$ cat config.mk
export PLATFORM = sky130hd
export DESIGN_NAME = chain_dma_channel
export DESIGN_NICKNAME = d
export VERILOG_FILES = /design/src/rtl/cdma_pkg.sv /design/src/rtl/cdma_engine.sv /design/src/rtl/cdma_regs.sv /design/src/rtl/chain_dma_channel.sv
export SDC_FILE = /design/constraint.sdc
export NUM_CORES = 1
export LEC_CHECK = 0
export BUFFER_PORTS_ARGS = -buffer_cell sky130_fd_sc_hd__buf_4
export CAP_MARGIN = 40
export CELL_PAD_IN_SITES_DETAIL_PLACEMENT = 1
export CELL_PAD_IN_SITES_GLOBAL_PLACEMENT = 1
export CORE_MARGIN = 2
export CORE_UTILIZATION = 42
export CTS_BUF_LIST = sky130_fd_sc_hd__clkbuf_4 sky130_fd_sc_hd__clkbuf_8
export CTS_CLUSTER_DIAMETER = 40
export DETAILED_ROUTE_END_ITERATION = 7
export PLACE_DENSITY = 0.79
export SYNTH_ARGS = -nofsm -noshare
export SYNTH_HDL_FRONTEND = slang
export SYNTH_SLANG_ARGS = --single-unit
$ cat constraint.sdc
create_clock -name clk -period 3.7 [get_ports clk]
set_input_delay 0.74 -clock clk [delete_from_list [all_inputs] [get_ports clk]]
set_output_delay 0.74 -clock clk [all_outputs]
set_load 0.01 [all_outputs]
$ cat src/rtl/cdma_pkg.sv
package cdma_pkg;
  localparam int WORD_W = 32;

  // command word field positions
  localparam int C_SRC_INC = 31;
  localparam int C_TGT_INC = 30;
  localparam int C_SRC_PACE = 29;
  localparam int C_TGT_PACE = 28;
  localparam int C_START_IE = 22;
  localparam int C_END_IE = 21;

  typedef enum logic [2:0] {
    ST_IDLE, ST_FETCH, ST_PACE, ST_RD, ST_WR, ST_NEXT
  } cdma_state_e;

  function automatic logic [5:0] elem_bytes(input logic [1:0] code);
    case (code)
      2'd1:    elem_bytes = 6'd1;
      2'd2:    elem_bytes = 6'd2;
      default: elem_bytes = 6'd4;
    endcase
  endfunction

  function automatic logic [6:0] burst_bytes(input logic [1:0] code);
    case (code)
      2'd2:    burst_bytes = 7'd16;
      2'd3:    burst_bytes = 7'd32;
      default: burst_bytes = 7'd8;
    endcase
  endfunction
endpackage

$ cat src/rtl/cdma_engine.sv
module cdma_engine
  import cdma_pkg::*;
#(
  parameter int LEN_W = 13
) (
  input  logic              clk,
  input  logic              rst_n,
  input  logic              run,
  input  logic              nodesc,
  input  logic              ld_ptr,
  input  logic              ld_src,
  input  logic              ld_tgt,
  input  logic              ld_cmd,
  input  logic [WORD_W-1:0] ld_data,
  output logic [WORD_W-1:0] cur_ptr,
  output logic [WORD_W-1:0] cur_src,
  output logic [WORD_W-1:0] cur_tgt,
  output logic [WORD_W-1:0] cur_cmd,
  output logic              stopped,
  output logic              ev_start,
  output logic              ev_end,
  output logic              ev_err,
  output logic              clr_run,
  output logic              mem_req,
  output logic              mem_we,
  output logic [WORD_W-1:0] mem_addr,
  output logic [WORD_W-1:0] mem_wdata,
  input  logic              mem_rvalid,
  input  logic [WORD_W-1:0] mem_rdata,
  input  logic              mem_err,
  input  logic              per_req,
  output logic              per_ack
);
  localparam int BC_W = 7;

  cdma_state_e       state_q, state_d;
  logic [WORD_W-1:0] src_q, src_d, tgt_q, tgt_d, cmd_q, cmd_d;
  logic [WORD_W-1:0] nxt_q, nxt_d, ptr_q, ptr_d, buf_q, buf_d;
  logic [LEN_W-1:0]  rem_q, rem_d, elem, step;
  logic [BC_W-1:0]   bcnt_q, bcnt_d, bnext;
  logic [1:0]        widx_q, widx_d;
  logic              ack_q, ack_d, flow, burst_end;

  assign flow      = cmd_q[C_SRC_PACE] | cmd_q[C_TGT_PACE];
  assign elem      = LEN_W'(elem_bytes(cmd_q[15:14]));
  assign step      = (rem_q < elem) ? rem_q : elem;
  assign bnext     = bcnt_q + BC_W'(step);
  assign burst_end = (rem_q == step) || (bnext >= burst_bytes(cmd_q[17:16]));

  always_comb begin
    state_d = state_q; src_d = src_q; tgt_d = tgt_q; cmd_d = cmd_q;
    nxt_d = nxt_q; ptr_d = ptr_q; buf_d = buf_q; rem_d = rem_q;
    bcnt_d = bcnt_q; widx_d = widx_q; ack_d = 1'b0;
    mem_req = 1'b0; mem_we = 1'b0; mem_addr = '0; mem_wdata = buf_q;
    ev_start = 1'b0; ev_end = 1'b0; ev_err = 1'b0; clr_run = 1'b0;
    case (state_q)
      ST_IDLE: begin
        if (ld_ptr) ptr_d = ld_data;
        if (ld_src) src_d = ld_data;
        if (ld_tgt) tgt_d = ld_data;
        if (ld_cmd) cmd_d = ld_data;
        if (run) begin
          if (nodesc) begin
            rem_d    = cmd_q[LEN_W-1:0];
            bcnt_d   = '0;
            ev_start = cmd_q[C_START_IE];
            state_d  = ST_PACE;
          end else begin
            widx_d  = 2'd0;
            state_d = ST_FETCH;
          end
        end
      end
      ST_FETCH: begin
        mem_req  = 1'b1;
        mem_addr = {ptr_q[WORD_W-1:4], 4'b0000} + {{(WORD_W-4){1'b0}}, widx_q, 2'b00};
        if (mem_rvalid && mem_err) begin
          ev_err = 1'b1; clr_run = 1'b1; state_d = ST_IDLE;
        end else if (mem_rvalid) begin
          widx_d = widx_q + 2'd1;
          case (widx_q)
            2'd0: nxt_d = mem_rdata;
            2'd1: src_d = mem_rdata;
            2'd2: tgt_d = mem_rdata;
            default: begin
              cmd_d    = mem_rdata;
              rem_d    = mem_rdata[LEN_W-1:0];
              bcnt_d   = '0;
              ev_start = mem_rdata[C_START_IE];
              state_d  = ST_PACE;
            end
          endcase
        end
      end
      ST_PACE: begin
        if (rem_q == '0) state_d = ST_NEXT;
        else if (!run) state_d = ST_IDLE;
        else if (!flow || per_req) state_d = ST_RD;
      end
      ST_RD: begin
        mem_req  = 1'b1;
        mem_addr = src_q;
        if (mem_rvalid && mem_err) begin
          ev_err = 1'b1; clr_run = 1'b1; state_d = ST_IDLE;
        end else if (mem_rvalid) begin
          buf_d   = mem_rdata;
          state_d = ST_WR;
        end
      end
      ST_WR: begin
        mem_req  = 1'b1;
        mem_we   = 1'b1;
        mem_addr = tgt_q;
        if (mem_rvalid && mem_err) begin
          ev_err = 1'b1; clr_run = 1'b1; state_d = ST_IDLE;
        end else if (mem_rvalid) begin
          if (cmd_q[C_SRC_INC]) src_d = src_q + WORD_W'(elem);
          if (cmd_q[C_TGT_INC]) tgt_d = tgt_q + WORD_W'(elem);
          rem_d = rem_q - step;
          if (burst_end) begin
            bcnt_d  = '0;
            ack_d   = flow;
            state_d = ST_PACE;
          end else begin
            bcnt_d  = bnext;
            state_d = ST_RD;
          end
        end
      end
      ST_NEXT: begin
        ev_end = cmd_q[C_END_IE];
        if (nodesc || nxt_q[0] || !run) begin
          clr_run = 1'b1;
          state_d = ST_IDLE;
        end else begin
          ptr_d   = nxt_q;
          widx_d  = 2'd0;
          state_d = ST_FETCH;
        end
      end
      default: state_d = ST_IDLE;
    endcase
  end

  always_ff @(posedge clk or negedge rst_n) begin
    if (!rst_n) begin
      state_q <= ST_IDLE;
      src_q <= '0; tgt_q <= '0; cmd_q <= '0; nxt_q <= '0; ptr_q <= '0; buf_q <= '0;
      rem_q <= '0; bcnt_q <= '0; widx_q <= '0; ack_q <= 1'b0;
    end else begin
      state_q <= state_d;
      src_q <= src_d; tgt_q <= tgt_d; cmd_q <= cmd_d; nxt_q <= nxt_d;
      ptr_q <= ptr_d; buf_q <= buf_d;
      rem_q <= rem_d; bcnt_q <= bcnt_d; widx_q <= widx_d; ack_q <= ack_d;
    end
  end

  assign cur_ptr = ptr_q;
  assign cur_src = src_q;
  assign cur_tgt = tgt_q;
  assign cur_cmd = cmd_q;
  assign stopped = (state_q == ST_IDLE);
  assign per_ack = ack_q;

  // a pending request keeps its address until answered
  a_r2_req_held: assert property (@(posedge clk) disable iff (!rst_n)
    (mem_req && !mem_rvalid) |=> (mem_req && $stable(mem_addr)));
  // a stopped channel makes no memory or peripheral traffic
  a_r1_idle_quiet: assert property (@(posedge clk) disable iff (!rst_n)
    stopped |-> (!mem_req && !per_ack));
  // acknowledge is a single-cycle pulse
  a_r5_ack_pulse: assert property (@(posedge clk) disable iff (!rst_n)
    per_ack |=> !per_ack);
  // a paced burst waits for the peripheral request
  a_r5_paced_wait: assert property (@(posedge clk) disable iff (!rst_n)
    (state_q == ST_PACE && flow && !per_req) |=> (state_q != ST_RD));
  // no data read is issued with nothing left to move
  a_r9_no_empty_read: assert property (@(posedge clk) disable iff (!rst_n)
    (state_q == ST_RD) |-> (rem_q != '0));
  // each completed element shrinks the remaining length
  a_r4_rem_shrinks: assert property (@(posedge clk) disable iff (!rst_n)
    (state_q == ST_WR && mem_rvalid && !mem_err) |=> (rem_q < $past(rem_q)));
endmodule

$ cat src/rtl/cdma_regs.sv
module cdma_regs
  import cdma_pkg::*;
(
  input  logic              clk,
  input  logic              rst_n,
  input  logic              reg_wr,
  input  logic [2:0]        reg_addr,
  input  logic [WORD_W-1:0] reg_wdata,
  output logic [WORD_W-1:0] reg_rdata,
  output logic              irq,
  input  logic              per_req,
  input  logic              stopped,
  input  logic              ev_start,
  input  logic              ev_end,
  input  logic              ev_err,
  input  logic              clr_run,
  input  logic [WORD_W-1:0] cur_ptr,
  input  logic [WORD_W-1:0] cur_src,
  input  logic [WORD_W-1:0] cur_tgt,
  input  logic [WORD_W-1:0] cur_cmd,
  output logic              run,
  output logic              nodesc,
  output logic              ld_ptr,
  output logic              ld_src,
  output logic              ld_tgt,
  output logic              ld_cmd
);
  logic       run_q, run_d, nod_q, nod_d, sten_q, sten_d, wr_ctrl;
  logic [2:0] st_q, st_d, w1c;

  assign wr_ctrl = reg_wr && (reg_addr == 3'd0);
  assign w1c     = wr_ctrl ? reg_wdata[2:0] : 3'b000;

  always_comb begin
    run_d = run_q; nod_d = nod_q; sten_d = sten_q;
    if (wr_ctrl) begin
      run_d  = reg_wdata[31];
      nod_d  = reg_wdata[30];
      sten_d = reg_wdata[29];
    end else if (clr_run) begin
      run_d = 1'b0;
    end
    st_d = (st_q & ~w1c) | {ev_end, ev_start, ev_err};
  end

  always_ff @(posedge clk or negedge rst_n) begin
    if (!rst_n) begin
      run_q <= 1'b0; nod_q <= 1'b0; sten_q <= 1'b0; st_q <= 3'b000;
    end else begin
      run_q <= run_d; nod_q <= nod_d; sten_q <= sten_d; st_q <= st_d;
    end
  end

  always_comb begin
    case (reg_addr)
      3'd0:    reg_rdata = {run_q, nod_q, sten_q, 20'b0, per_req, 4'b0, stopped, st_q};
      3'd1:    reg_rdata = cur_ptr;
      3'd2:    reg_rdata = cur_src;
      3'd3:    reg_rdata = cur_tgt;
      3'd4:    reg_rdata = cur_cmd;
      default: reg_rdata = '0;
    endcase
  end

  assign run    = run_q;
  assign nodesc = nod_q;
  assign ld_ptr = reg_wr && (reg_addr == 3'd1);
  assign ld_src = reg_wr && (reg_addr == 3'd2);
  assign ld_tgt = reg_wr && (reg_addr == 3'd3);
  assign ld_cmd = reg_wr && (reg_addr == 3'd4);
  assign irq    = (|st_q) || (sten_q && stopped);

  // a write of 1 clears the start status unless a new event arrives
  a_r8_w1c_start: assert property (@(posedge clk) disable iff (!rst_n)
    (wr_ctrl && reg_wdata[1] && !ev_start) |=> !st_q[1]);
  // a hardware stop request drops run
  a_r6_run_drops: assert property (@(posedge clk) disable iff (!rst_n)
    (clr_run && !wr_ctrl) |=> !run_q);
endmodule

$ cat src/rtl/chain_dma_channel.sv
module chain_dma_channel
  import cdma_pkg::*;
#(
  parameter int LEN_W = 13
) (
  input  logic        clk,
  input  logic        rst_n,
  input  logic        reg_wr,
  input  logic [2:0]  reg_addr,
  input  logic [31:0] reg_wdata,
  output logic [31:0] reg_rdata,
  output logic        irq,
  output logic        mem_req,
  output logic        mem_we,
  output logic [31:0] mem_addr,
  output logic [31:0] mem_wdata,
  input  logic        mem_rvalid,
  input  logic [31:0] mem_rdata,
  input  logic        mem_err,
  input  logic        per_req,
  output logic        per_ack
);
  logic run, nodesc, ld_ptr, ld_src, ld_tgt, ld_cmd;
  logic stopped, ev_start, ev_end, ev_err, clr_run;
  logic [WORD_W-1:0] cur_ptr, cur_src, cur_tgt, cur_cmd;

  cdma_regs u_regs (
    .clk(clk), .rst_n(rst_n), .reg_wr(reg_wr), .reg_addr(reg_addr),
    .reg_wdata(reg_wdata), .reg_rdata(reg_rdata), .irq(irq), .per_req(per_req),
    .stopped(stopped), .ev_start(ev_start), .ev_end(ev_end), .ev_err(ev_err),
    .clr_run(clr_run), .cur_ptr(cur_ptr), .cur_src(cur_src), .cur_tgt(cur_tgt),
    .cur_cmd(cur_cmd), .run(run), .nodesc(nodesc), .ld_ptr(ld_ptr),
    .ld_src(ld_src), .ld_tgt(ld_tgt), .ld_cmd(ld_cmd)
  );

  cdma_engine #(.LEN_W(LEN_W)) u_engine (
    .clk(clk), .rst_n(rst_n), .run(run), .nodesc(nodesc), .ld_ptr(ld_ptr),
    .ld_src(ld_src), .ld_tgt(ld_tgt), .ld_cmd(ld_cmd), .ld_data(reg_wdata),
    .cur_ptr(cur_ptr), .cur_src(cur_src), .cur_tgt(cur_tgt), .cur_cmd(cur_cmd),
    .stopped(stopped), .ev_start(ev_start), .ev_end(ev_end), .ev_err(ev_err),
    .clr_run(clr_run), .mem_req(mem_req), .mem_we(mem_we), .mem_addr(mem_addr),
    .mem_wdata(mem_wdata), .mem_rvalid(mem_rvalid), .mem_rdata(mem_rdata),
    .mem_err(mem_err), .per_req(per_req), .per_ack(per_ack)
  );
endmodule

==> results.yml, run 1 <==
outcome:
  outcome: "completed"
setup_path:
  crit_path_start_kind: "register"
  cp_common_cell: "ha_4"
  cp_cell_sequence: "or4_4, nor3_4, nand2_2, mux2_4, ha_4, fa_2, a21o_1, a21oi_2, xnor2_2, ha_4, a311oi_2, o221ai_2, buf_4, o41ai_2"
  r2r-start: "u_engine.rem_q[11]"
  crit_family: "compound AO/OA/AOI/OAI gates"
  worstPathArrival_ns: 4.16
  path_class: "reg2reg"
  cp.required_ns: 4.18
  cp_slowest_cell: "or4_4"
  cp_num_buf_inv: 1
  max_stage_delay_ns: 0.56
  critPathCaptureType: "register"
  crit_start: "u_engine.rem_q[11]"
  r2r_setup_slack_ns: 0.02
  crit_fanout: 3
cells_and_area:
  layout_common_cells: "247 x buf_4, 222 x dfrtp_1, 144 x nand2_1, 138 x o21ai_0, 102 x nor2_1"
  final_area_mm2: 0.01696
  drive_above_1_share_pct: 28.12
  multi_input_area_mm2: 0.007619
  n_antenna_cell: 0
  layout.nets: 1754
  area_delta_synth_final_pct: 24.36
  seq_area_mm2: 0.005608
  finalCoreUtilization_pct: 53.33
  fill_cells: 3590
  final_common_cell: "buf_4"
grt:
  grt_max_degree: 88
  grt_pass1_vias: 13840
  grtUsageTotal_pct: 31.05
  grt-ovfl-total: 0
  antenna_found_initial: 0
  grt_pass1_wl_um: 81100
sta:
  post-route-min-period_ns: 3.675
  final-setup-viol-count: 0
  slew_violations: 0
  rsz0062_at_grt: "true"
  holdWs_ns: 0.1669
  fmax_mhz: 272.1
  hold_violations: 0
  finClkSkew_ns: 0.02342
  tightest_slew_ns: 0.8790
  fin_crit_sh_pct: 99.33
  tns_ns: 0
  worst_slack_ns: 0.02493
  slew_headroom_pct: 41.08
die:
  ios: 173
  core_mm2: 0.03180
  start_util_pct: 42.88
  row_count: 65
  dieArea_mm2: 0.03392
  die_h_um: 184.2
  die_w_um: 184.2
cts:
  numCtsBuffers: 46
  htreeDepth: 2
  path_clk_slew_ns: 0.05
  cts_tree: "yes"
  ctsHoldBuffers: 0
  clk_latency_ns: 0.59
  cts_buffer_depth: 3
  cts.sinks: 224
  clockRootBuffer: "clkbuf_8"
synthesis:
  synth_area_mm2: 0.01364
  syn-instance-count: 1464
  synth-compound-area-share_pct: 23.92
  ys_ff_latch: 224
  ys_types: 84
  syn_area_per_cell_um2: 9.314
  synth_fa_ha_area_share_pct: 2.973
  synth_xor_area_share_pct: 0.5781
  synth_mux_area_share_pct: 11.60
  yosysSeqAreaShare_pct: 41.11
  yosys.area_share.simple_pct: 15.00
  synth_edf_count: 0
  async_flop_share_pct: 100.0
  synth_top_family_by_area: "compound AO/OA/AOI/OAI gates"
  yosys_most_used_dff: "dfrtp_1"
  ys_warn_count: 0
drt:
  first_pass_iters: 5
  via_per_inst: 6.251
  vias: 13230
  wire_per_inst_um: 24.68
  drc: 0
  ant_nets: 0
  drt_iter0_markers: 1091
  finalWirelength_um: 52250
pwr:
  p_per_area_mw_per_mm2: 915.9
  peakVddDrop_uv: 440.5
  power.leakage_nw: 7.715
placement:
  pre_cts_ws_ns: -0.2066
  placedInstanceArea_mm2: 0.01574
  place.gp.congestion: 0.9394
  port-buffer-count: 172
  dp_hpwl_um: 37170
worst_hold_path:
  hold_class: "in2async"
flow_run:
  maxCapViolCount: 0
-- sequential cells by signal (all words and copies together), names as in the netlist, 3 cells and up --
signal and cells:
u_engine.cur_cmd 32, u_engine.cur_ptr 32, u_engine.cur_src 32, u_engine.cur_tgt 32
u_engine.mem_wdata 32, u_engine.nxt_q 32, u_engine.rem_q 13, u_engine.bcnt_q 7
u_engine.state_q 3, u_regs.st_q 3
-- power breakdown --
| part | switching (mW) | leakage [nW] | internal, mW |
|---|---|---|---|
| Sequential | 1.44 | 2.71 | 3.65 |
| Clock | 1.17 | 0.528 | 1.78 |
| Combinational | 4.26 | 4.48 | 3.22 |
| Total | 6.87 | 7.72 | 8.66 |
-- kinds of logic (layout without fill, tap and decap cells) --
group	Yosys count	count (layout)
adder cells (fa/ha/maj)	30	30
other	1	3
AND/OR/NAND/NOR	407	407
AO/OA/AOI/OAI	494	494
XOR/XNOR	9	9
multiplexers	147	147
buffers and inverters	152	368
flip-flops	224	224
-- layout make-up --
class | instances | area share [%]
multi-input cells | 1090 | 44.93
inverters | 32 | 0.7231
flip-flops and latches | 224 | 33.07
clock buffers | 68 | 5.150
repair buffers | 257 | 11.93
clock inverters | 11 | 0.9887
well taps | 435 | 3.210
-- layer usage --
layer / GRT usage (%) / routed length [um]
met5: 0 / 0
met4: 12.93 / 2052
met3: 4.979 / 3453
met2: 49.58 / 23970
met1: 42.00 / 22780
-- synth_stat cells, drive strengths merged (26+ instances only) --
library cell  instances  area [um2]
nand2               146       548.0
a21oi                95       475.5
clkbuf               66       247.7
ha                   26       325.3
mux2i                68       680.7
inv                  31       116.4
a31oi                37       231.5
mux2                 78       878.3
a22oi                37       277.8
dfrtp               224        5605
nor2                104       392.9
a22o                 34       297.8
buf                  54       285.3
nand4                27       181.4
o21ai               146       730.7
-- repair_timing --
action,4_1_cts,5_1_grt
pin swaps,13,11
setup endpoints to repair,8,27
setup buffers,2,4
gates resized for setup,16,11
-- worst paths after layout --
check                      cells past startpoint                     to
min                                            1    u_engine.cur_ptr[0]
max reg2reg                                   14     u_engine.bcnt_q[3]
max                                           14     u_engine.bcnt_q[3]
min in group clk                               3             u_regs.run
max in group asynchronous                      2     u_engine.nxt_q[11]
min reg2reg                                    1  u_engine.mem_wdata[1]
-- metrics by stage --
step | power (mW) | std cells
2_1_floorplan | 9.215 | 1466
3_3_place_gp | 11.90 | 2030
3_5_place_dp | 12.25 | 2033
4_1_cts | 15.38 | 2114
5_1_grt | 16.52 | 2117
6_report | 15.53 | 2117
Note: power is estimated with default switching activity, not from simulation.
==> inputs of run 2 (changes only) <==
==> constraint.sdc (replaced) <==
create_clock -name clk -period 3.7 [get_ports clk]
set_input_delay 0.555 -clock clk [delete_from_list [all_inputs] [get_ports clk]]
set_output_delay 0.555 -clock clk [all_outputs]
set_load 0.01 [all_outputs]
==> run 2 against run 1 <==
Against the previous run:
- flip-flop and latch count is the same
- largest cell class unchanged
- clock-buffer cell count increased by 4
- sequential power grew 0.8%
- final cell count increased by 0.57%
- register-to-register slack better by 0.02 ns
- critical endpoint is now u_engine.state_q[0]
- die area stayed put
- via count grew 1.9%
- first-iteration DRC count increased by 4.9%
- final area up 0.27%
- highest routed layer unchanged
- hold slack improved by 0.050 ns
- maximum frequency rose by 0.58%
==> results.yml, run 2 (synthesized netlist as in run 1, its figures left out) <==
setup_path:
  crit_path_start_kind: "register"
  path_class: "reg2reg"
  cp_slowest_cell: "or4_4"
  cp_common_cell: "ha_4"
  crit_family: "simple AND/OR/NAND/NOR gates"
  worstPathArrival_ns: 4.12
  crit_fanout: 3
  critPathCaptureType: "register"
  cp_num_buf_inv: 1
  max_stage_delay_ns: 0.58
  cp.required_ns: 4.17
  cp_cell_sequence: "or4_4, nor3_4, nand2_2, mux2_4, ha_4, fa_2, a21o_1, a21oi_2, xnor2_2, ha_4, o21ai_2, o221ai_2, nor3_2, buf_4, a221o_1"
die:
  core_mm2: 0.03180
  die_h_um: 184.2
  die_w_um: 184.2
  row_count: 65
  dieArea_mm2: 0.03392
  start_util_pct: 42.88
  ios: 173
placement:
  place.gp.congestion: 0.9250
  port-buffer-count: 172
  dp_hpwl_um: 38450
drt:
  drc: 0
  vias: 13480
  via_per_inst: 6.333
  wire_per_inst_um: 25.18
  ant_nets: 0
  first_pass_iters: 6
  finalWirelength_um: 53600
  drt_iter0_markers: 1144
sta:
  slew_headroom_pct: 39.86
  rsz0062_at_grt: "true"
  final-setup-viol-count: 0
  holdWs_ns: 0.2173
  fmax_mhz: 273.7
  hold_violations: 0
  post-route-min-period_ns: 3.654
  finClkSkew_ns: 0.03911
  slew_violations: 0
  fin_crit_sh_pct: 98.76
  tightest_slew_ns: 0.8947
cts:
  path_clk_slew_ns: 0.06
  cts_buffer_depth: 3
  numCtsBuffers: 47
  htreeDepth: 2
  clockRootBuffer: "clkbuf_8"
  clk_latency_ns: 0.58
  cts_tree: "yes"
  cts.sinks: 224
grt:
  grt_pass1_vias: 14180
  grt-ovfl-total: 0
  antenna_found_initial: 1
  grt_max_degree: 81
  grtUsageTotal_pct: 31.70
  grt_pass1_wl_um: 82790
cells_and_area:
  finalCoreUtilization_pct: 53.47
  final_common_cell: "buf_4"
  layout.nets: 1762
  drive_above_1_share_pct: 28.69
  fill_cells: 3605
  area_delta_synth_final_pct: 24.69
  n_antenna_cell: 0
  layout_common_cells: "253 x buf_4, 223 x dfrtp_1, 143 x nand2_1, 138 x o21ai_0, 102 x nor2_1"
pwr:
  p_int_mw: 8.559
  p_per_area_mw_per_mm2: 912.2
  switching_share_pct: 44.82
  p_comb_share_pct: 48.7
  power.leakage_nw: 7.761
  clockPowerShare_pct: 18.2
  seqPwrFrac_pct: 33.1
  p_sw_mw: 6.952
  peakVddDrop_uv: 384.1
  total_power_mw: 15.51
flow_run:
  maxCapViolCount: 0
worst_hold_path:
  hold_class: "in2reg"
outcome:
  outcome: "completed"
-- run 2: cell count changes in the layout (fill, tap and decap cells not counted), sizes merged --
cell / change
clkinvlp: -1
clkdlybuf4s15: -1
clkinv: +3
inv: +1
clkbuf: +4
dlygate4sd3: +1
buf: +6
clkdlybuf4s18: +1
bufinv: -2
-- run 2: repair_timing --
| action | CTS | global route |
|---|---|---|
| endpoints found under the setup margin | 8 | 8 |
| endpoints found under the hold margin | 9 | 0 |
| hold buffers | 1 | 0 |
| setup buffers | 6 | 5 |
| pin swaps | 18 | 14 |
| gates resized for setup | 19 | 10 |
-- run 2: area by class of cell --
class,count,area [um2],share of cell area [%]
clock buffers,72,878.3,5.166
clock inverters,12,126.4,0.7432
inverters,32,122.6,0.7212
multi-input cells,1090,7647,44.98
flip-flops and latches,224,5607,32.98
well taps,435,544.3,3.201
repair buffers,264,2077,12.22
-- run 2: worst register-to-register path, delay by kind of cell (launching register included) --
kind / cells / cell delay [ns]
AOI/OAI and AO/OA: 5 / 0.87
xor gates and xnor gates: 1 / 0.10
adders and majority gates: 3 / 0.80
buffers and inverters: 1 / 0.15
DFF: 1 / 0.40
muxes: 1 / 0.33
and+or+nand+nor: 4 / 0.89
-- run 2: worst paths after layout --
kind,slack (ns),to,cells past startpoint,start
setup / recovery,0.05,u_engine.state_q[0],15,u_engine.rem_q[11]
hold / removal,0.22,u_regs.run,3,reg_wdata[31]
setup reg to reg,0.05,u_engine.state_q[0],15,u_engine.rem_q[11]
hold reg to reg,0.49,u_engine.cur_ptr[2],2,u_engine.cur_ptr[2]
max in group asynchronous,2.14,u_engine.cur_tgt[8],3,rst_n
min in group asynchronous,0.53,u_engine.cur_cmd[0],2,rst_n
-- run 2: power groups by stage --
stage	clock network, mW	logic, mW	registers, mW
2_1_floorplan	0	4.74	4.47
3_3_place_gp	0	6.97	4.99
3_5_place_dp	0	7.27	5.09
4_1_cts	2.87	7.43	5.08
5_1_grt	2.97	8.24	5.28
6_report	2.82	7.56	5.13
-- run 2: metrics by stage --
stage / std cells / setup TNS (ns) / instance area [um2] / setup slack (ns)
floorplan: 1466 / 0 / 13700 / 0.009438
global placement: 2032 / -0.2652 / 15720 / -0.08217
detailed placement: 2033 / -0.8420 / 15730 / -0.1981
CTS: 2124 / -0.006534 / 16910 / -0.006534
global route: 2129 / -0.1714 / 17000 / -0.07912
finish: 2129 / 0 / 17000 / 0.04605
-- run 2: per-layer routing --
| metal | GRT usage [%] | part of all wire, % |
|---|---|---|
| met5 | 0 | 0 |
| met2 | 50.81 | 47 |
| met3 | 5.019 | 7.0 |
| met1 | 42.70 | 42 |
| met4 | 13.38 | 3.9 |
==> inputs of run 3 (changes only) <==
RECOVER_POWER = 100   (was not set)
==> run 3 against run 2 <==
Against the previous run:
- maximum frequency decreased by 0.36%
- clock-buffer cell count is the same
- critical endpoint is now mem_addr[1]
- critical path type is now reg2out
- final cell count is the same
- die area unchanged
- global-route usage unchanged
- clock power hardly changed
- setup slack lost 0.013 ns
- sequential power about the same
- hold slack got worse by 0.0012 ns
- routed wire length up 0.11%
- flip-flop and latch count stayed put
- the flow now finishes with violations (capacitance limit, slew limit)
- clock skew shrank 0.0012 ns
==> results.yml, run 3 (synthesized netlist as in run 1, its figures left out) <==
outcome:
  outcome: "finished with violations"
  violations: "capacitance limit, slew limit"
sta:
  worst_slack_ns: 0.03290
  final-setup-viol-count: 0
  rsz0062_at_grt: "true"
  hold_violations: 0
  fmax_mhz: 272.7
  tns_ns: 0
  fin_crit_sh_pct: 99.11
  slew_headroom_pct: -51.43
  slew_violations: 88
  finClkSkew_ns: 0.03795
  post-route-min-period_ns: 3.667
  tightest_slew_ns: 2.271
grt:
  grtUsageTotal_pct: 31.70
  grt-ovfl-total: 0
  grt_pass1_wl_um: 82790
  grt_max_degree: 81
  grt_pass1_vias: 14180
  antenna_found_initial: 1
setup_path:
  path_class: "reg2out"
  crit_path_start_kind: "register"
  max_stage_delay_ns: 0.91
  cp_slowest_cell: "dfrtp_1"
  crit_fanout: 70
  cp.required_ns: 3.14
  critPathCaptureType: "output port"
  worstPathArrival_ns: 3.11
  cp_cell_sequence: "or3b_1, inv_1, buf_12, a22o_1, buf_4"
cells_and_area:
  layout_common_cells: "223 x dfrtp_1, 144 x nand2_1, 143 x o21ai_0, 139 x buf_4, 102 x nor2_1"
  multi_input_area_mm2: 0.007602
  area_delta_synth_final_pct: 21.03
  fill_cells: 3661
  final_area_mm2: 0.01650
  n_antenna_cell: 0
  layout.nets: 1762
  finalCoreUtilization_pct: 51.90
  final_common_cell: "dfrtp_1"
  drive_above_1_share_pct: 22.14
  seq_area_mm2: 0.005607
drt:
  drc: 0
  wire_per_inst_um: 25.20
  first_pass_iters: 6
  vias: 13420
  via_per_inst: 6.302
  finalWirelength_um: 53660
  drt_iter0_markers: 1081
  ant_nets: 0
pwr:
  power.leakage_nw: 7.320
  peakVddDrop_uv: 361.3
  p_per_area_mw_per_mm2: 914.2
placement:
  port-buffer-count: 172
  dp_hpwl_um: 38450
  placedInstanceArea_mm2: 0.01573
  place.gp.congestion: 0.9250
  pre_cts_ws_ns: -0.1981
die:
  dieArea_mm2: 0.03392
  row_count: 65
  die_h_um: 184.2
  start_util_pct: 42.88
  die_w_um: 184.2
  core_mm2: 0.03180
  ios: 173
cts:
  path_clk_slew_ns: 0.06
  cts_tree: "yes"
  cts.sinks: 224
  htreeDepth: 2
  numCtsBuffers: 47
  clockRootBuffer: "clkbuf_8"
  clk_latency_ns: 0.58
  cts_buffer_depth: 3
flow_run:
  maxCapViolCount: 2
worst_hold_path:
  hold_class: "in2reg"
## run 3: cell count changes in the layout (fill, tap and decap cells not counted), sizes merged
cell,previous run,this run
buf,262,144
clkbuf,72,190
## run 3: area by class of cell
| type | instances | area share, % |
|---|---|---|
| multi-input combinational | 1090 | 46.07 |
| sequential | 224 | 33.97 |
| timing repair buffer | 264 | 9.833 |
| clock buffer | 72 | 5.322 |
| tap | 435 | 3.298 |
| clock inverter | 12 | 0.7657 |
| inverter | 32 | 0.7430 |
## run 3: final timing paths
path / from / endpoint / slack, ns / depth (start not counted)
max: u_engine.state_q[0] / mem_addr[1] / 0.03 / 5
min: reg_wdata[31] / u_regs.run / 0.22 / 3
max reg2reg: u_engine.rem_q[11] / u_engine.state_q[0] / 0.05 / 15
min reg2reg: u_engine.cur_ptr[2] / u_engine.cur_ptr[2] / 0.50 / 2
max in group asynchronous: rst_n / u_engine.cur_cmd[14] / 0.44 / 3
min in group asynchronous: rst_n / u_engine.state_q[2] / 1.14 / 2
## run 3: routing by layer
layer	wire length, um	GRT usage (%)
met3	3779	5.019
met1	22720	42.70
met2	25060	50.81
met5	0	0
met4	2098	13.38
## run 3: through the flow
stage          hold WS, ns  instances  total power, mW
2_1_floorplan       0.2594       1466            9.215
3_3_place_gp        0.4651       2032            11.95
3_5_place_dp        0.4780       2033            12.37
4_1_cts             0.1910       2124            15.37
5_1_grt             0.2199       2129            16.05
6_report            0.2160       2129            15.09
## run 3: what timing repair did
| action | CTS | global route |
|---|---|---|
| pin swaps | 18 | 14 |
| hold buffers | 1 | 0 |
| resized for setup | 19 | 10 |
| endpoints found under the setup margin | 8 | 8 |
| buffers inserted | 6 | 5 |
| endpoints found under the hold margin | 9 | 0 |
## run 3: power breakdown
| part | switching, mW | leakage, nW | internal [mW] |
|---|---|---|---|
| combinational | 4.29 | 4.09 | 2.85 |
| clock | 1.17 | 0.526 | 1.65 |
| sequential | 1.47 | 2.71 | 3.65 |
| total | 6.93 | 7.32 | 8.16 |
## run 3: worst max-delay path, delay by kind of cell (launching register included)
family | cells | cell delay [ns]
flops | 1 | 0.91
buf+inv | 3 | 0.71
simple gates | 1 | 0.61
compound gates | 1 | 0.28
